## config.mk

```make
export PLATFORM = sky130hd
export DESIGN_NAME = pcm_sfs_port
export DESIGN_NICKNAME = d
export VERILOG_FILES = /design/src/rtl/pcm_sfs_pkg.sv /design/src/rtl/pcm_sync_edge.sv /design/src/rtl/pcm_rx_deser.sv /design/src/rtl/pcm_tx_ser.sv /design/src/rtl/pcm_sfs_port.sv
export SDC_FILE = /design/constraint.sdc
export NUM_CORES = 1
export LEC_CHECK = 0
export ABC_AREA = 1
export CELL_PAD_IN_SITES_DETAIL_PLACEMENT = 2
export CELL_PAD_IN_SITES_GLOBAL_PLACEMENT = 2
export CORE_ASPECT_RATIO = 1.2
export CORE_MARGIN = 5
export CORE_UTILIZATION = 37
export DETAILED_ROUTE_END_ITERATION = 16
export DONT_BUFFER_PORTS = 1
export HOLD_SLACK_MARGIN = 0.1
export PLACE_DENSITY = 0.77
export SYNTH_ARGS = -nofsm -noshare
export SYNTH_HDL_FRONTEND = slang
export SYNTH_SLANG_ARGS = --single-unit
export TNS_END_PERCENT = 30
```

## constraint.sdc

```tcl
create_clock -name clk_i -period 1.74 [get_ports clk_i]
set_input_delay 0.522 -clock clk_i [delete_from_list [all_inputs] [get_ports clk_i]]
set_output_delay 0.522 -clock clk_i [all_outputs]
set_load 0.02 [all_outputs]
```

## src/rtl/pcm_sfs_pkg.sv

```systemverilog
package pcm_sfs_pkg;
  localparam int unsigned PCM_BYTE_W = 8;

  function automatic int unsigned slot_cnt_w(input int unsigned n_slots);
    return $clog2(n_slots + 1);
  endfunction
endpackage

```

## src/rtl/pcm_sync_edge.sv

```systemverilog
module pcm_sync_edge #(
  parameter bit NEG_EDGE = 1'b0
) (
  input  logic clk_i,
  input  logic rst_ni,
  input  logic sync_i,
  output logic rise_o
);
  logic sync_q;

  generate
    if (NEG_EDGE) begin : g_neg
      always_ff @(negedge clk_i or negedge rst_ni) begin
        if (!rst_ni) sync_q <= 1'b0;
        else         sync_q <= sync_i;
      end
    end else begin : g_pos
      always_ff @(posedge clk_i or negedge rst_ni) begin
        if (!rst_ni) sync_q <= 1'b0;
        else         sync_q <= sync_i;
      end
    end
  endgenerate

  assign rise_o = sync_i & ~sync_q;
endmodule

```

## src/rtl/pcm_rx_deser.sv

```systemverilog
module pcm_rx_deser #(
  parameter int unsigned DATA_W = pcm_sfs_pkg::PCM_BYTE_W
) (
  input  logic              clk_i,
  input  logic              rst_ni,
  input  logic              start_i,
  input  logic              bit_i,
  output logic [DATA_W-1:0] data_o,
  output logic              valid_o
);
  localparam int unsigned CNT_W = pcm_sfs_pkg::slot_cnt_w(DATA_W);
  localparam logic [CNT_W-1:0] LAST_CNT = CNT_W'(DATA_W - 1);

  logic [DATA_W-1:0] sh_q;
  logic [CNT_W-1:0]  cnt_q;

  // Receive side runs on the falling bit-clock edge.
  always_ff @(negedge clk_i or negedge rst_ni) begin
    if (!rst_ni) begin
      sh_q    <= '0;
      cnt_q   <= '0;
      data_o  <= '0;
      valid_o <= 1'b0;
    end else if (start_i) begin
      sh_q    <= {{(DATA_W-1){1'b0}}, bit_i};
      cnt_q   <= CNT_W'(1);
      valid_o <= 1'b0;
    end else if (cnt_q == LAST_CNT) begin
      data_o  <= {sh_q[DATA_W-2:0], bit_i};
      cnt_q   <= '0;
      valid_o <= 1'b1;
    end else if (cnt_q != '0) begin
      sh_q    <= {sh_q[DATA_W-2:0], bit_i};
      cnt_q   <= cnt_q + CNT_W'(1);
      valid_o <= 1'b0;
    end else begin
      valid_o <= 1'b0;
    end
  end

  a_r3_valid_single: assert property (@(negedge clk_i) disable iff (!rst_ni)
    valid_o |=> !valid_o);
  a_r3_data_hold: assert property (@(negedge clk_i) disable iff (!rst_ni)
    !valid_o |-> $stable(data_o));
  a_r5_abort_no_strobe: assert property (@(negedge clk_i) disable iff (!rst_ni)
    start_i |=> !valid_o);
endmodule

```

## src/rtl/pcm_tx_ser.sv

```systemverilog
module pcm_tx_ser #(
  parameter int unsigned DATA_W = pcm_sfs_pkg::PCM_BYTE_W
) (
  input  logic              clk_i,
  input  logic              rst_ni,
  input  logic              start_i,
  input  logic [DATA_W-1:0] data_i,
  output logic              bit_o,
  output logic              oe_o,
  output logic              load_o
);
  localparam int unsigned CNT_W = pcm_sfs_pkg::slot_cnt_w(DATA_W);
  localparam logic [CNT_W-1:0] END_CNT = CNT_W'(DATA_W);

  logic [DATA_W-1:0] sh_q;
  logic [CNT_W-1:0]  cnt_q;

  always_ff @(posedge clk_i or negedge rst_ni) begin
    if (!rst_ni) begin
      sh_q   <= '0;
      cnt_q  <= '0;
      bit_o  <= 1'b0;
      oe_o   <= 1'b0;
      load_o <= 1'b0;
    end else if (start_i) begin
      sh_q   <= {data_i[DATA_W-2:0], 1'b0};
      bit_o  <= data_i[DATA_W-1];
      oe_o   <= 1'b1;
      cnt_q  <= CNT_W'(1);
      load_o <= 1'b1;
    end else begin
      load_o <= 1'b0;
      if (cnt_q == END_CNT) begin
        cnt_q <= '0;
        oe_o  <= 1'b0;
        bit_o <= 1'b0;
      end else if (cnt_q != '0) begin
        bit_o <= sh_q[DATA_W-1];
        sh_q  <= {sh_q[DATA_W-2:0], 1'b0};
        cnt_q <= cnt_q + CNT_W'(1);
      end
    end
  end

  // Checker-only run length of the enable since the last load.
  logic [CNT_W:0] chk_run_q;
  always_ff @(posedge clk_i or negedge rst_ni) begin
    if (!rst_ni)             chk_run_q <= '0;
    else if (load_o || !oe_o) chk_run_q <= '0;
    else                     chk_run_q <= chk_run_q + 1'b1;
  end

  a_r6_oe_rise_loads: assert property (@(posedge clk_i) disable iff (!rst_ni)
    $rose(oe_o) |-> load_o);
  a_r6_msb_on_load: assert property (@(posedge clk_i) disable iff (!rst_ni)
    load_o |-> (bit_o == $past(data_i[DATA_W-1])));
  a_r7_idle_low: assert property (@(posedge clk_i) disable iff (!rst_ni)
    !oe_o |-> !bit_o);
  a_r7_slot_limit: assert property (@(posedge clk_i) disable iff (!rst_ni)
    oe_o |-> (chk_run_q < (CNT_W+1)'(DATA_W)));
endmodule

```

## src/rtl/pcm_sfs_port.sv

```systemverilog
module pcm_sfs_port #(
  parameter int unsigned DATA_W = pcm_sfs_pkg::PCM_BYTE_W
) (
  input  logic              clk_i,
  input  logic              rst_ni,
  input  logic              xsync_i,
  input  logic              rsync_i,
  input  logic              pcm_i,
  input  logic [DATA_W-1:0] tx_data_i,
  output logic              pcm_o,
  output logic              pcm_oe_o,
  output logic              tx_load_o,
  output logic [DATA_W-1:0] rx_data_o,
  output logic              rx_valid_o
);
  logic rx_start, tx_start;

  pcm_sync_edge #(.NEG_EDGE(1'b1)) u_rx_edge (
    .clk_i(clk_i), .rst_ni(rst_ni), .sync_i(rsync_i), .rise_o(rx_start)
  );

  pcm_sync_edge #(.NEG_EDGE(1'b0)) u_tx_edge (
    .clk_i(clk_i), .rst_ni(rst_ni), .sync_i(xsync_i), .rise_o(tx_start)
  );

  pcm_rx_deser #(.DATA_W(DATA_W)) u_rx (
    .clk_i(clk_i), .rst_ni(rst_ni), .start_i(rx_start), .bit_i(pcm_i),
    .data_o(rx_data_o), .valid_o(rx_valid_o)
  );

  pcm_tx_ser #(.DATA_W(DATA_W)) u_tx (
    .clk_i(clk_i), .rst_ni(rst_ni), .start_i(tx_start), .data_i(tx_data_i),
    .bit_o(pcm_o), .oe_o(pcm_oe_o), .load_o(tx_load_o)
  );

  a_r10_load_on_edge: assert property (@(posedge clk_i) disable iff (!rst_ni)
    tx_load_o |-> ($past(xsync_i) && !$past(xsync_i, 2)));
endmodule

```

# Yosys cells after proc, flatten, opt, wreduce, memory -nomap -nowiden
# Index checks and enable logic that the tools add are counted.
# op_classes
reduce_logical	10
mux	20
addsub	2
bitwise	5
n_eq_ne	4
# ops
cell	n
4-bit two-way mux	6
8-bit two-way mux	3
7-bit two-way mux	3
4-bit by 1-bit adder with 4-bit output, second input constant	2
1-bit two-way mux	8
4-bit nonzero test	2
2-bit AND reduction	3
2-bit nonzero test	3
3-bit nonzero test	2
4-bit by 3-bit == test with 1-bit output, second input constant	1
4-bit == test, second input constant	1
2-bit inequality test, second input constant	2
1-bit NOT	3
1-bit bitwise AND	2
# word_totals
ff_bits	37
inputBits	13
out_inout_bits	12
word_cells	52

# Depth between registers and ports, before layout
# logic_depth
depth_word	4
ltp_mapped	9
depth_no_buf	9

# Cells and area by module
# Synthesis repeated with hierarchy kept, for this count alone.
# hier_totals
hier_cells	183
area_unflattened_um2	1616.6
# modules_own_cells
mod	seq_area_each_um2	cells_per_inst	instances	area_each_um2
pcm_rx_deser	500.5	93	1	858.3
pcm_tx_ser	350.3	84	1	688.2
pcm_sync_edge	25.0	3	2	35.0

==> results.json <==
{
  "final_nets": 206,
  "r2r-start": "u_tx.cnt_q[0]",
  "start_util_pct": 37.45,
  "synth.mux.area_fraction_pct": 0,
  "cts_sinks": 36,
  "yosys.area_share.simple_pct": 30.49,
  "place_inst": 237,
  "dpl.hpwl_um": 3117,
  "report.final.slew_viol_count": 0,
  "antennaDiodeCount": 0,
  "min_from": "xsync_i",
  "critPathKind": "reg -> out",
  "grt_pass1_wl_um": 7134,
  "antenna_left": 0,
  "timing.slew.headroom_pct": 53.09,
  "synth.largest_area_cell": "dfrtn_1",
  "syn_to_final_growth_pct": 15.68,
  "synth_fa_ha_area_share_pct": 3.185,
  "vias_per_cell": 5.045,
  "whs_endpoint": "u_tx_edge.sync_q",
  "synthDistinctLibCells": 23,
  "reg2reg_depth": 9,
  "fin_cells": 246,
  "hold_violations": 0,
  "violations": "negative setup slack",
  "regToRegEndpoint": "u_tx.sh_q[3]",
  "yosysWarnings": 0,
  "arrival_ns": 1.71,
  "drtIter0Drc": 28,
  "synth-xor-area-share_pct": 1.115,
  "worst_setup_path_end_kind": "output pin",
  "totalWireLength_um": 4189,
  "cts_tree": "built",
  "rsz0062_at_grt": "yes",
  "drv_cap": 0,
  "worst_slack_ns": -0.4883,
  "core_area_um2": 4197,
  "ys_seq_area_share_pct": 57.32,
  "syn_area_um2": 1572,
  "status": "finished with violations",
  "synth_area_leaders": "dfrtn_1 33%, dfrtp_1 24%, nand2_1 16%, nand3_1 4.8%, inv_1 3.3%",
  "grt.overflow.total": 0,
  "dieArea_um2": 5656,
  "min_path_cells": 0,
  "synthCells": 176,
  "htreeDepth": 2,
  "wire_per_inst_um": 17.03,
  "regToRegSetupSlack_ns": 0.20,
  "row_count": 26,
  "cp.required_ns": 1.22,
  "synth_area_per_cell_um2": 8.929,
  "num_vias": 1241,
  "clk-insertion-delay-late_ns": 0.29,
  "power_mw": 3.072,
  "die_w_um": 69.50,
  "drc": 0,
  "syn-num-nets": 193,
  "path_max_fanout": 2,
  "cts_setup_buffers": 0,
  "p_leak_nw": 0.9446,
  "worst_clock_skew_ns": 0.005889,
  "synth-seq-cells": 36,
  "synth-compound-area-share_pct": 2.229,
  "yosysTopAreaCellShare_pct": 33.44,
  "io_pins": 25,
  "start_kind": "flop",
  "clk_path_buf_depth": 2,
  "synth_top_family_by_area": "simple AND/OR/NAND/NOR gates",
  "setup_violations": 9,
  "ir_drop_v": 0.0006410,
  "powerDensity_nw_per_um2": 1690,
  "antenna_found_initial": 0,
  "die_h_um": 81.39,
  "cts_made_buffers": 5,
  "port_buffers": 0,
  "fin_setup_tns_ns": -4.187,
  "hold_class": "in -> reg",
  "drive_gt1_share_pct": 16.32,
  "clk_pin_slew_ns": 0.07,
  "grt_pass1_vias": 1477,
  "drt_pass1_iterations": 4,
  "grt_max_degree": 23,
  "cts_root_buf": "clkbuf_8",
  "tightest_slew_ns": 0.7013,
  "grt_usage_pct": 16.30,
  "gp_congestion": 0.7513
}
## per-layer routing
metal	wire length [um]	vias to the layer above	track usage, %
li1	-	580	-
met1	1574	640	16.10
met2	2402	17	32.44
met3	154	4	4.208
met4	58	0	6.250
met5	0	-	0
## power breakdown
| group | total, mW | switching [mW] | internal (mW) | leakage [nW] |
|---|---|---|---|---|
| Clock | 0.567 | 0.286 | 0.281 | 0.0422 |
| Combinational | 0.957 | 0.598 | 0.359 | 0.441 |
| Sequential | 1.55 | 0.389 | 1.16 | 0.461 |
| Total | 3.07 | 1.27 | 1.80 | 0.945 |
## Yosys cell counts
cell      count
xnor2_1       1
nand3_1      15
nand3b_1      1
a21oi_1       1
ha_1          4
dfrtp_1      15
nand2_1      69
nor2_4        1
buf_6         1
nand3_2       1
clkinv_8      1
o21ai_1       1
nand2_2       3
nor3b_1       1
inv_1        14
nand4_1       8
buf_2         1
inv_2         1
xor2_1        1
nor2_2        1
nor2_1        9
o21ai_0       5
dfrtn_1      21
## repair_timing
item	4_1_cts	5_1_grt
hold buffers	1	0
gates resized for setup	1	1
endpoints found under the hold margin	15	0
setup endpoints to repair	11	13
## state kept, by name, indices dropped and copies added, names as in the netlist, 4 cells and up
register,count
u_tx.sh_q,7
u_rx.cnt_q,4
u_tx.cnt_q,4
u_rx.sh_q,7
u_rx.data_o,8
## worst max path at each step
| stage | from | end | depth (start not counted) | slack (ns) |
|---|---|---|---|---|
| detailed placement | rsync_i | u_rx.sh_q[3] | 5 | -0.32 |
| global placement | rsync_i | u_rx.sh_q[0] | 5 | -0.25 |
| finish | u_rx.data_o[0] | rx_data_o[0] | 0 | -0.49 |
| global route | u_rx.data_o[0] | rx_data_o[0] | 0 | -0.51 |
| CTS | u_rx.data_o[0] | rx_data_o[0] | 0 | -0.50 |
| floorplan | rsync_i | u_rx.data_o[1] | 6 | -0.20 |
## worst register-to-register path, stage by stage (launching register included)
cell,delay (ns)
dfrtp_1,0.41
inv_1,0.12
ha_2,0.22
inv_1,0.06
nor2_1,0.12
inv_1,0.11
nand2_1,0.13
inv_1,0.11
nand2_1,0.08
nand3_1,0.07
## cells by family (layout without fill, tap and decap cells)
logic type / after synthesis / count (layout)
simple gates: 109 / 109
flops: 36 / 36
buf+inv: 18 / 32
compound gates: 7 / 7
fa+ha+maj: 4 / 4
xor+xnor: 2 / 2
## area by class of cell
class                   count  area, um2
inverters                  16      72.57
clock buffers               7      76.32
repair buffers              8      62.56
well taps                  56      70.07
fillers                   470       2379
multi-input cells         122      630.6
flip-flops and latches     36      900.9
clock inverters             1      5.005
## through the flow
stage / instance area (um2) / hold slack (ns) / utilization, % / worst slack, ns
floorplan: 1623 / 0.2264 / - / -0.2031
global placement: 1719 / 0.2274 / 40.97 / -0.2472
finish: 1818 / 0.2639 / 43.32 / -0.4883
detailed placement: 1719 / 0.2276 / 40.97 / -0.3175
CTS: 1815 / 0.2496 / 43.26 / -0.5016
global route: 1818 / 0.2460 / 43.32 / -0.5125
## cell usage in the layout (no fill, tap or decap)
master and instances:
nand2_1 60, dfrtn_1 21, nand3_1 15, dfrtp_1 15
inv_1 14, nand2_2 9, nor2_1 9, nand4_1 8
buf_4 7, o21ai_0 5, clkbuf_8 5, ha_1 3
nand2_4 2, clkbuf_1 2, inv_2 1, nor2_2 1
nand2_8 1, clkinv_8 1, nand3_2 1, nand3b_1 1
xor2_1 1, o21ai_1 1, nor2_4 1, nor3b_1 1
xnor2_1 1, a21oi_1 1, ha_2 1, clkinv_2 1
dlygate4sd3_1 1
Power figures use the tool's default switching activity.
